===== config.mk =====
export PLATFORM = sky130hd
export DESIGN_NAME = hp_slot_ctrl
export DESIGN_NICKNAME = d
export VERILOG_FILES = /design/src/rtl/hp_slot_pkg.sv /design/src/rtl/hp_slot_regs.sv /design/src/rtl/hp_slot_notify.sv /design/src/rtl/hp_slot_rdmux.sv /design/src/rtl/hp_slot_ctrl.sv
export SDC_FILE = /design/constraint.sdc
export NUM_CORES = 1
export LEC_CHECK = 0
export ABC_AREA = 1
export CORE_MARGIN = 2
export CORE_UTILIZATION = 49
export CTS_BUF_LIST = sky130_fd_sc_hd__clkbuf_8
export CTS_CLUSTER_DIAMETER = 120
export DETAILED_ROUTE_END_ITERATION = 12
export PLACE_DENSITY = 0.95
export SLEW_MARGIN = 0
export SYNTH_ARGS = -nofsm -noshare
export SYNTH_HDL_FRONTEND = slang
export SYNTH_HIERARCHICAL = 1
export SYNTH_SLANG_ARGS = --single-unit

===== constraint.sdc =====
create_clock -name clk -period 1.98 [get_ports clk]
set_clock_uncertainty 0.05 [all_clocks]
set_input_delay 0.297 -clock clk [delete_from_list [all_inputs] [get_ports clk]]
set_output_delay 0.297 -clock clk [all_outputs]
set_load 0.05 [all_outputs]

===== src/rtl/hp_slot_pkg.sv =====
package hp_slot_pkg;
  // control half-word fields
  localparam int C_ABPE = 0;
  localparam int C_PDCE = 3;
  localparam int C_CCIE = 4;
  localparam int C_HPIE = 5;
  localparam int C_PCC  = 10;
  localparam int C_EIC  = 11;
  // status half-word fields
  localparam int S_ABP = 0;
  localparam int S_PDC = 3;
  localparam int S_CC  = 4;
  localparam int S_PDS = 6;
  localparam int S_EIS = 7;

  localparam logic [1:0] IND_ON    = 2'b01;
  localparam logic [1:0] IND_BLINK = 2'b10;
  localparam logic [1:0] IND_OFF   = 2'b11;

  // supported events; enables sit at the same bit positions in control
  localparam logic [15:0] EVT_MASK = 16'h0019;

  typedef enum logic [1:0] {IRQ_INTX, IRQ_MSI, IRQ_MSIX} irq_mode_e;

  function automatic logic [31:0] slot_cap_word(input logic [12:0] num, input logic pwr);
    logic [31:0] w;
    w        = '0;
    w[31:19] = num;
    w[17]    = 1'b1;  // interlock present
    w[6]     = 1'b1;  // hot-plug capable
    w[5]     = 1'b1;  // hot-plug surprise
    w[4]     = 1'b1;  // power indicator present
    w[3]     = 1'b1;  // attention indicator present
    w[1]     = pwr;   // power controller present
    w[0]     = 1'b1;  // attention button present
    return w;
  endfunction
endpackage


===== src/rtl/hp_slot_regs.sv =====
module hp_slot_regs
  import hp_slot_pkg::*;
#(
  parameter int ADDR_W    = 4,
  parameter int SLOT_ADDR = 1,
  parameter bit HAS_PWR   = 1'b1
) (
  input  logic              clk,
  input  logic              rst,
  input  logic              boot_present_i,
  input  logic              wr_i,
  input  logic [ADDR_W-1:0] addr_i,
  input  logic [3:0]        be_i,
  input  logic [31:0]       wdata_i,
  input  logic              attn_btn_i,
  input  logic              insert_i,
  input  logic              remove_i,
  output logic [15:0]       ctl_o,
  output logic [15:0]       sts_o,
  output logic              detach_o,
  output logic              busy_o
);
  localparam logic [15:0] CTL_WMASK = 16'h03F9 | (HAS_PWR ? 16'h0400 : 16'h0000);

  logic [15:0] ctl_q, sts_q, ctl_d, sts_d;
  logic [15:0] ctl_bm, sts_bm, sts_clr, sts_set;
  logic        wr_slot, ctl_hit, sts_hit, eic_tog, locked;
  logic        ins_ok, rem_ok, busy_d, detach_d;

  function automatic logic [15:0] ctl_reset(input logic present);
    logic [15:0] c;
    c      = '0;
    c[7:6] = IND_OFF;
    if (HAS_PWR) begin
      c[9:8]   = present ? IND_ON : IND_OFF;
      c[C_PCC] = ~present;
    end else begin
      c[9:8]   = IND_OFF;
    end
    return c;
  endfunction

  always_comb begin
    wr_slot  = wr_i && (addr_i == ADDR_W'(SLOT_ADDR));
    ctl_hit  = wr_slot && (|be_i[1:0]);
    sts_hit  = wr_slot && (|be_i[3:2]);
    ctl_bm   = {{8{be_i[1]}}, {8{be_i[0]}}} & CTL_WMASK;
    sts_bm   = {{8{be_i[3]}}, {8{be_i[2]}}} & EVT_MASK;
    eic_tog  = wr_slot && be_i[1] && wdata_i[C_EIC];
    locked   = sts_q[S_EIS];
    ins_ok   = insert_i && !locked;
    rem_ok   = remove_i && !locked;
    busy_d   = (insert_i || remove_i) && locked;
    detach_d = ctl_hit && be_i[1] && sts_q[S_PDS] && wdata_i[C_PCC] &&
               (wdata_i[9:8] == IND_OFF);

    ctl_d = ctl_q;
    if (ctl_hit) ctl_d = (ctl_q & ~ctl_bm) | (wdata_i[15:0] & ctl_bm);

    sts_clr = sts_hit ? (wdata_i[31:16] & sts_bm) : 16'h0000;
    sts_set = '0;
    sts_set[S_ABP] = attn_btn_i || ins_ok || rem_ok;
    sts_set[S_PDC] = ins_ok || detach_d;
    sts_set[S_CC]  = ctl_hit;
    // a new event wins over a clear in the same cycle
    sts_d = (sts_q & ~sts_clr) | sts_set;
    sts_d[S_PDS] = ins_ok ? 1'b1 : (detach_d ? 1'b0 : sts_q[S_PDS]);
    sts_d[S_EIS] = sts_q[S_EIS] ^ eic_tog;
  end

  always_ff @(posedge clk) begin
    if (rst) begin
      ctl_q        <= ctl_reset(boot_present_i);
      sts_q        <= '0;
      sts_q[S_PDS] <= boot_present_i;
      detach_o     <= 1'b0;
      busy_o       <= 1'b0;
    end else begin
      ctl_q    <= ctl_d;
      sts_q    <= sts_d;
      detach_o <= detach_d;
      busy_o   <= busy_d;
    end
  end

  assign ctl_o = ctl_q;
  assign sts_o = sts_q;

  assert_reset_state_R1: assert property (@(posedge clk) disable iff (rst)
    $past(rst) |-> (ctl_q[7:6] == IND_OFF) && !ctl_q[C_HPIE] && !sts_q[S_EIS] &&
                   !sts_q[S_CC] && (sts_q[S_PDS] == $past(boot_present_i)));

  assert_cc_after_ctl_write_R4: assert property (@(posedge clk) disable iff (rst)
    (wr_i && addr_i == ADDR_W'(SLOT_ADDR) && (|be_i[1:0])) |=> sts_q[S_CC]);

  assert_eis_toggle_R5: assert property (@(posedge clk) disable iff (rst)
    (wr_i && addr_i == ADDR_W'(SLOT_ADDR) && be_i[1] && wdata_i[C_EIC])
      |=> (sts_q[S_EIS] != $past(sts_q[S_EIS])));

  assert_detach_sets_pdc_R6: assert property (@(posedge clk) disable iff (rst)
    detach_o |-> sts_q[S_PDC]);

  assert_busy_only_locked_R11: assert property (@(posedge clk) disable iff (rst)
    busy_o |-> $past(sts_q[S_EIS]) && $stable(sts_q[S_PDS]));
endmodule


===== src/rtl/hp_slot_notify.sv =====
module hp_slot_notify
  import hp_slot_pkg::*;
#(
  parameter int VEC_W = 5
) (
  input  logic             clk,
  input  logic             rst,
  input  logic [15:0]      ctl_i,
  input  logic [15:0]      sts_i,
  input  logic             msix_en_i,
  input  logic             msi_en_i,
  input  logic [VEC_W-1:0] vec_i,
  output logic             msg_req_o,
  output logic [VEC_W-1:0] msg_vec_o,
  output logic             intx_o
);
  logic      pend, pend_q;
  irq_mode_e mode;

  always_comb begin
    pend = ctl_i[C_HPIE] && (|(ctl_i & sts_i & EVT_MASK));
    if (msix_en_i)     mode = IRQ_MSIX;
    else if (msi_en_i) mode = IRQ_MSI;
    else               mode = IRQ_INTX;
  end

  always_ff @(posedge clk) begin
    if (rst) begin
      pend_q    <= 1'b0;
      msg_req_o <= 1'b0;
      msg_vec_o <= '0;
      intx_o    <= 1'b0;
    end else begin
      pend_q    <= pend;
      msg_req_o <= pend && !pend_q && (mode != IRQ_INTX);
      if (pend && !pend_q && (mode != IRQ_INTX)) msg_vec_o <= vec_i;
      intx_o    <= pend && (mode == IRQ_INTX);
    end
  end

  assert_msg_on_rise_R8: assert property (@(posedge clk) disable iff (rst)
    msg_req_o |-> pend_q && !$past(pend_q));

  assert_intx_mode_R7: assert property (@(posedge clk) disable iff (rst)
    intx_o |-> $past(!msi_en_i && !msix_en_i));
endmodule


===== src/rtl/hp_slot_rdmux.sv =====
module hp_slot_rdmux
  import hp_slot_pkg::*;
#(
  parameter int ADDR_W    = 4,
  parameter int CAP_ADDR  = 0,
  parameter int SLOT_ADDR = 1
) (
  input  logic              clk,
  input  logic              rst,
  input  logic [ADDR_W-1:0] addr_i,
  input  logic [31:0]       cap_i,
  input  logic [15:0]       ctl_i,
  input  logic [15:0]       sts_i,
  output logic [31:0]       rdata_o
);
  always_ff @(posedge clk) begin
    if (rst) begin
      rdata_o <= '0;
    end else if (addr_i == ADDR_W'(CAP_ADDR)) begin
      rdata_o <= cap_i;
    end else if (addr_i == ADDR_W'(SLOT_ADDR)) begin
      rdata_o <= {sts_i, ctl_i};
    end else begin
      rdata_o <= '0;
    end
  end

  assert_eic_reads_zero_R5: assert property (@(posedge clk) disable iff (rst)
    ($past(addr_i) == ADDR_W'(SLOT_ADDR)) |-> (rdata_o[C_EIC] == 1'b0));
endmodule


===== src/rtl/hp_slot_ctrl.sv =====
module hp_slot_ctrl
  import hp_slot_pkg::*;
#(
  parameter int          ADDR_W    = 4,
  parameter int          CAP_ADDR  = 0,
  parameter int          SLOT_ADDR = 1,
  parameter int          VEC_W     = 5,
  parameter logic [12:0] SLOT_NUM  = 13'd5,
  parameter bit          HAS_PWR   = 1'b1
) (
  input  logic              clk,
  input  logic              rst,
  input  logic              boot_present_i,
  input  logic              cfg_wr_i,
  input  logic [ADDR_W-1:0] cfg_addr_i,
  input  logic [3:0]        cfg_be_i,
  input  logic [31:0]       cfg_wdata_i,
  output logic [31:0]       cfg_rdata_o,
  input  logic              attn_btn_i,
  input  logic              insert_i,
  input  logic              remove_i,
  input  logic              msix_en_i,
  input  logic              msi_en_i,
  input  logic [VEC_W-1:0]  msg_num_i,
  output logic              msg_req_o,
  output logic [VEC_W-1:0]  msg_vec_o,
  output logic              intx_o,
  output logic              detach_o,
  output logic              busy_o
);
  localparam logic [31:0] CAP_WORD = slot_cap_word(SLOT_NUM, HAS_PWR);

  logic [15:0] ctl, sts;

  hp_slot_regs #(.ADDR_W(ADDR_W), .SLOT_ADDR(SLOT_ADDR), .HAS_PWR(HAS_PWR)) u_regs (
    .clk(clk), .rst(rst), .boot_present_i(boot_present_i),
    .wr_i(cfg_wr_i), .addr_i(cfg_addr_i), .be_i(cfg_be_i), .wdata_i(cfg_wdata_i),
    .attn_btn_i(attn_btn_i), .insert_i(insert_i), .remove_i(remove_i),
    .ctl_o(ctl), .sts_o(sts), .detach_o(detach_o), .busy_o(busy_o)
  );

  hp_slot_notify #(.VEC_W(VEC_W)) u_notify (
    .clk(clk), .rst(rst), .ctl_i(ctl), .sts_i(sts),
    .msix_en_i(msix_en_i), .msi_en_i(msi_en_i), .vec_i(msg_num_i),
    .msg_req_o(msg_req_o), .msg_vec_o(msg_vec_o), .intx_o(intx_o)
  );

  hp_slot_rdmux #(.ADDR_W(ADDR_W), .CAP_ADDR(CAP_ADDR), .SLOT_ADDR(SLOT_ADDR)) u_rdmux (
    .clk(clk), .rst(rst), .addr_i(cfg_addr_i), .cap_i(CAP_WORD),
    .ctl_i(ctl), .sts_i(sts), .rdata_o(cfg_rdata_o)
  );
endmodule


Word level (Yosys, flattened, before mapping)
Cells that the tools add are included.
Widths: inputs -> output; s select.
- register bits: 74
- bits of input ports: 54
- output and inout bits: 41
- word-level logic and storage cells: 68
- equal/unequal tests: 2
- mux-type cells: 11
- bitwise operators: 12
- reductions and logical operators: 31
- operators with widths (kind ; count):
    $mux 22 ; 2
    $and 16x16->16 ; 2
    $mux 11 ; 2
    $and 16x11->16 ; 1
    $and 16x5->16 ; 1
    $logic_and 1x1->1 ; 16
    $mux 16 ; 1
    $not 11->16 ; 1
    $not 16->16 ; 1
    $or 16x16->16 ; 1
    $or 16x5->16 ; 1
    $mux 7 ; 1
    $reduce_or 3->1 ; 2
    $and 5x5->5 ; 1
    $eq 4x1->1 const B ; 1
    $logic_not 4->1 ; 1
    $logic_or 1x1->1 ; 4
    $mux 2 ; 2
    $reduce_bool 2->1 ; 2
    $reduce_or 2->1 ; 2
    $mux 1 ; 3
    $reduce_bool 3->1 ; 1
    $eq 2x2->1 const B ; 1
    $logic_not 1->1 ; 2
    3 further kinds ; 4

Logic depth before layout (Yosys ltp)
- depth in word-level cells: 10
- depth in mapped cells: 7
- mapped depth without buffers: 7

Cells and area by module
The synthesis kept the hierarchy.
- modules (own cells, without submodules) (module ; instances ; cells an instance ; area each (sq um) ; sequential area each (sq um)):
    hp_slot_rdmux ; 1 ; 147 ; 1247.4 ; 640.6
    hp_slot_regs ; 1 ; 114 ; 869.6 ; 360.3
    hp_slot_notify ; 1 ; 55 ; 371.6 ; 160.2
    hp_slot_ctrl ; 1 ; 2 ; 7.5 ; 0.0

Worst setup path after synthesis
No wires, ideal clock.
- path kind: input to register
- from: input cfg_addr_i[3]
- to: register u_regs.ctl_q[10] (netlist: u_regs/ctl_o[10]) (enable)
- setup time: 302 ps
- arrival time: 856 ps
- required time: 1628 ps
- path slack: 772 ps
- stages: 5
- buffers on the path: 0
- cell sequence: nor2_2 nand3_2 nor2_4 nor2_2 nand2_1
- cells in the longest elaborated chain, start to end: 4
- RTL lines (what ; RTL line ; text):
    start: declaration ; hp_slot_ctrl.sv:15 ; input logic [ADDR_W-1:0] cfg_addr_i,
    $eq 4x1->1 ; hp_slot_regs.sv:44 ; wr_slot = wr_i && (addr_i == ADDR_W'(SLOT_ADDR));
    $logic_and 1x1->1 ; hp_slot_regs.sv:44 ;
    $logic_and 1x1->1 ; hp_slot_regs.sv:45 ; ctl_hit = wr_slot && (|be_i[1:0]);
    $reduce_bool 2->1 (no line) ; - ;
    end signal: assignment ; hp_slot_regs.sv:73 ; ctl_q <= ctl_reset(boot_present_i);
    end signal: assignment ; hp_slot_regs.sv:79 ; ctl_q <= ctl_d;
    end: declaration ; hp_slot_regs.sv:25 ; logic [15:0] ctl_q, sts_q, ctl_d, sts_d;
No other way between the ends.
A chain may end at the register's enable or synchronous reset.

Worst setup path in the final report
- from: register u_notify.msg_vec_o[0]
- to: output msg_vec_o[0]
- RTL lines (what ; RTL line ; text):
    start: declaration ; hp_slot_notify.sv:14 ; output logic [VEC_W-1:0] msg_vec_o,
    start signal: assignment ; hp_slot_notify.sv:36 ; if (pend && !pend_q && (mode != IRQ_INTX)) msg_vec_o <= vec_i;
    end: declaration ; hp_slot_ctrl.sv:26 ; output logic [VEC_W-1:0] msg_vec_o,
No word-level cell between the ends.

==> out/results.tsv <==
stage	metric	value	unit
timing	hold_slack	0.428	ns
cts	root_buffer	clkbuf_8	
pwr	switching_power	0.000544	W
cts	h-tree-depth	2	
finish	final_common_cell	clkdlybuf4s50_1	
min_path	hold_path_class	flip-flop to flip-flop	
pwr	pwr-share-seq	56.6	%
finish	drive_gt1_share	7.60	%
drt	antenna_left	0	
floorplan	die_h	75.4	um
global_route	grt_max_degree	65	
finish	diodes	0	
timing	rsz0062_at_grt	no	
timing	fin_crit_sh	91.2	%
floorplan	die_area	5680	sq um
cts	ctsResizeCount	0	
setup_path	crit_path_top_delay_cell	clkdlybuf4s50_1	
logic_synthesis	synth_seq_area_share	46.5	%
cts	cts_setup_buffers	0	
global_route	grt_usage	20.4	%
timing	hold_violations	0	
logic_synthesis	synth.area.top_cells	dfxtp_1 42%, nand3_1 14%, buf_4 8.1%	
pwr	clkPwrFrac	29.4	%
logic_synthesis	syn_area	2500	sq um
logic_synthesis	syn_area_per_cell	7.85	sq um
place	gp_congestion	0.825	
floorplan	start_util	51.8	%
setup_path	critPathKind	flip-flop to output pin	
place	placedInstanceArea	3340	sq um
logic_synthesis	yosys_warnings	6	
pwr	powerDensity	605	nW/um^2
drt	wirelength	5.47	mm
timing	slew_violations	0	
finish	synthToLayoutAreaGrowth	37.3	%
setup_path	crit_chain	clkdlybuf4s50_1	
timing	setup_violations	0	
drt	vias	2284	
floorplan	coreArea	4820	sq um
logic_synthesis	ys_seq_elements	56	
finish	final_cell_mix	74 x clkdlybuf4s50_1, 71 x nand3_1, 52 x dfxtp_1	
pwr	p_sw_share	26.2	%
floorplan	rows	25	
floorplan	ioPinCount	95	
finish	design_area	3430	sq um
setup_path	r2r_slack	0.86	ns
status	outcome	finished, final reports clean	
logic_synthesis	synth_area_leader_cell	dfxtp_1	
setup_path	cp_num_buf_inv	1	
global_route	overflow	0	
logic_synthesis	netlist_instances	318	
global_route	grt_pass1_wl	8.87	mm
cts	cts_sinks	56	
setup_path	cp-start-kind	flip-flop	
pwr	p_leak	1.39	nW
floorplan	die_w	75.4	um
setup_path	path_max_fanout	2	
drt	drtPass1Iterations	4	
timing	layout_min_cycle_time	1.81	ns
logic_synthesis	synth.distinct_cells	23	
cts	ctsLongestPathBuffers	2	
cts	insertion_delay	0.30	ns
pwr	p_int	0.00153	W
pwr	combPwrFrac	14.0	%
cts	cts_buffers	5	
drt	detail_route.wl_per_cell	11.2	um
timing	fin_tns_setup	0	ns
finish	final_util	71.1	%
timing	slew_headroom	63.6	%
pwr	finalPower	0.00207	W
place	numPortBuffers	74	
global_route	antenna_found_initial	0	
setup_path	end_kind	output pin	
pwr	vdd_drop_max	0.391	mV
setup_path	arrival	1.46	ns
setup_path	critPathTopFamily	buffers and inverters	
finish	nets	474	
place	hpwl	4.02	mm
timing	tightest_slew	0.545	ns
setup_path	critPathRequiredTime	1.63	ns
drt	drc	0	
logic_synthesis	synth_top_cell_area_share	41.7	%
timing	fmax	0.554	GHz
cts	cts.clk_slew.worst_paths	0.10	ns
global_route	first_global_vias	2022	
setup_path	slowest_delay	0.80	ns
cts	hold_buffers	0	
drt	routed_via_density	4.68	
drt	drt_iter0_drc	92	
cts	cts_tree	yes	
run	maxCapViolations	0	
==> power by group through the flow <==
| stage | Sequential, W | Combinational, W | Clock [W] |
|---|---|---|---|
| final | 0.00117 | 0.000290 | 0.000610 |
| after global routing | 0.00118 | 0.000317 | 0.000659 |
| after CTS | 0.00117 | 0.000286 | 0.000623 |
| after detailed placement | 0.00120 | 0.000285 | 0 |
| after global placement | 0.00120 | 0.000277 | 0 |
| after floorplan | 0.00124 | 0.000148 | 0 |
==> per-layer routing <==
layer	GRT usage, %	part of all wire [%]	vias up
li1	-	-	1187
met1	25.6	42	1011
met2	35.1	51	79
met3	3.04	5.3	7
met4	8.19	1.3	0
met5	0	0	-
==> final timing paths <==
kind                          from               endpoint  depth (start not counted)
max          u_notify/msg_vec_o[0]           msg_vec_o[0]                          1
min                      flip-flop              flip-flop                          2
max reg2reg        u_regs/sts_o[0]  u_notify/msg_vec_o[2]                          6
min reg2reg              flip-flop              flip-flop                          2
==> cell type report <==
type	count	area, sq um
clock buffers	5	68.8
inverters	29	109
flip-flops and latches	56	1160
multi-input cells	245	1160
clock inverters	3	20.0
repair buffers	83	821
well taps	67	83.8
fillers	387	1390
==> metrics by stage <==
stage / worst slack [ns] / instances
floorplan: 0.772 / 365
global route: 0.122 / 488
detailed placement: 0.0647 / 480
CTS: 0.157 / 488
finish: 0.174 / 488
global placement: 0.171 / 480
==> synth_stat cells <==
cell,number
dfxtp_1,52
nor2_1,26
o21ai_2,1
o21ai_0,4
nor2_2,3
inv_2,3
nand4_1,7
nor3_1,1
buf_2,5
clkbuf_1,3
nand2_1,33
inv_1,26
nor2_4,5
a21oi_1,36
nand3_2,3
nand3b_1,1
conb_1,3
mux2i_1,1
edfxtp_1,4
o21ai_1,2
buf_4,27
a21oi_2,1
nand3_1,71
==> kinds of logic (layout without fill, tap and decap cells) <==
| kind of cell | after synthesis | in the layout | synth area share, % |
|---|---|---|---|
| flops | 56 | 56 | 46.5 |
| compound gates | 44 | 44 | 9.12 |
| mux | 1 | 1 | 0.401 |
| buf+inv | 64 | 120 | 13.9 |
| simple gates | 150 | 150 | 29.6 |
| other cells | 3 | 50 | 0.451 |
==> worst min-delay path: stages, from the launching register on <==
cell and delay [ns]:
dfxtp_1 0.35, nand2_1 0.05, nand3_1 0.05
(Power assumes the default switching activity.)
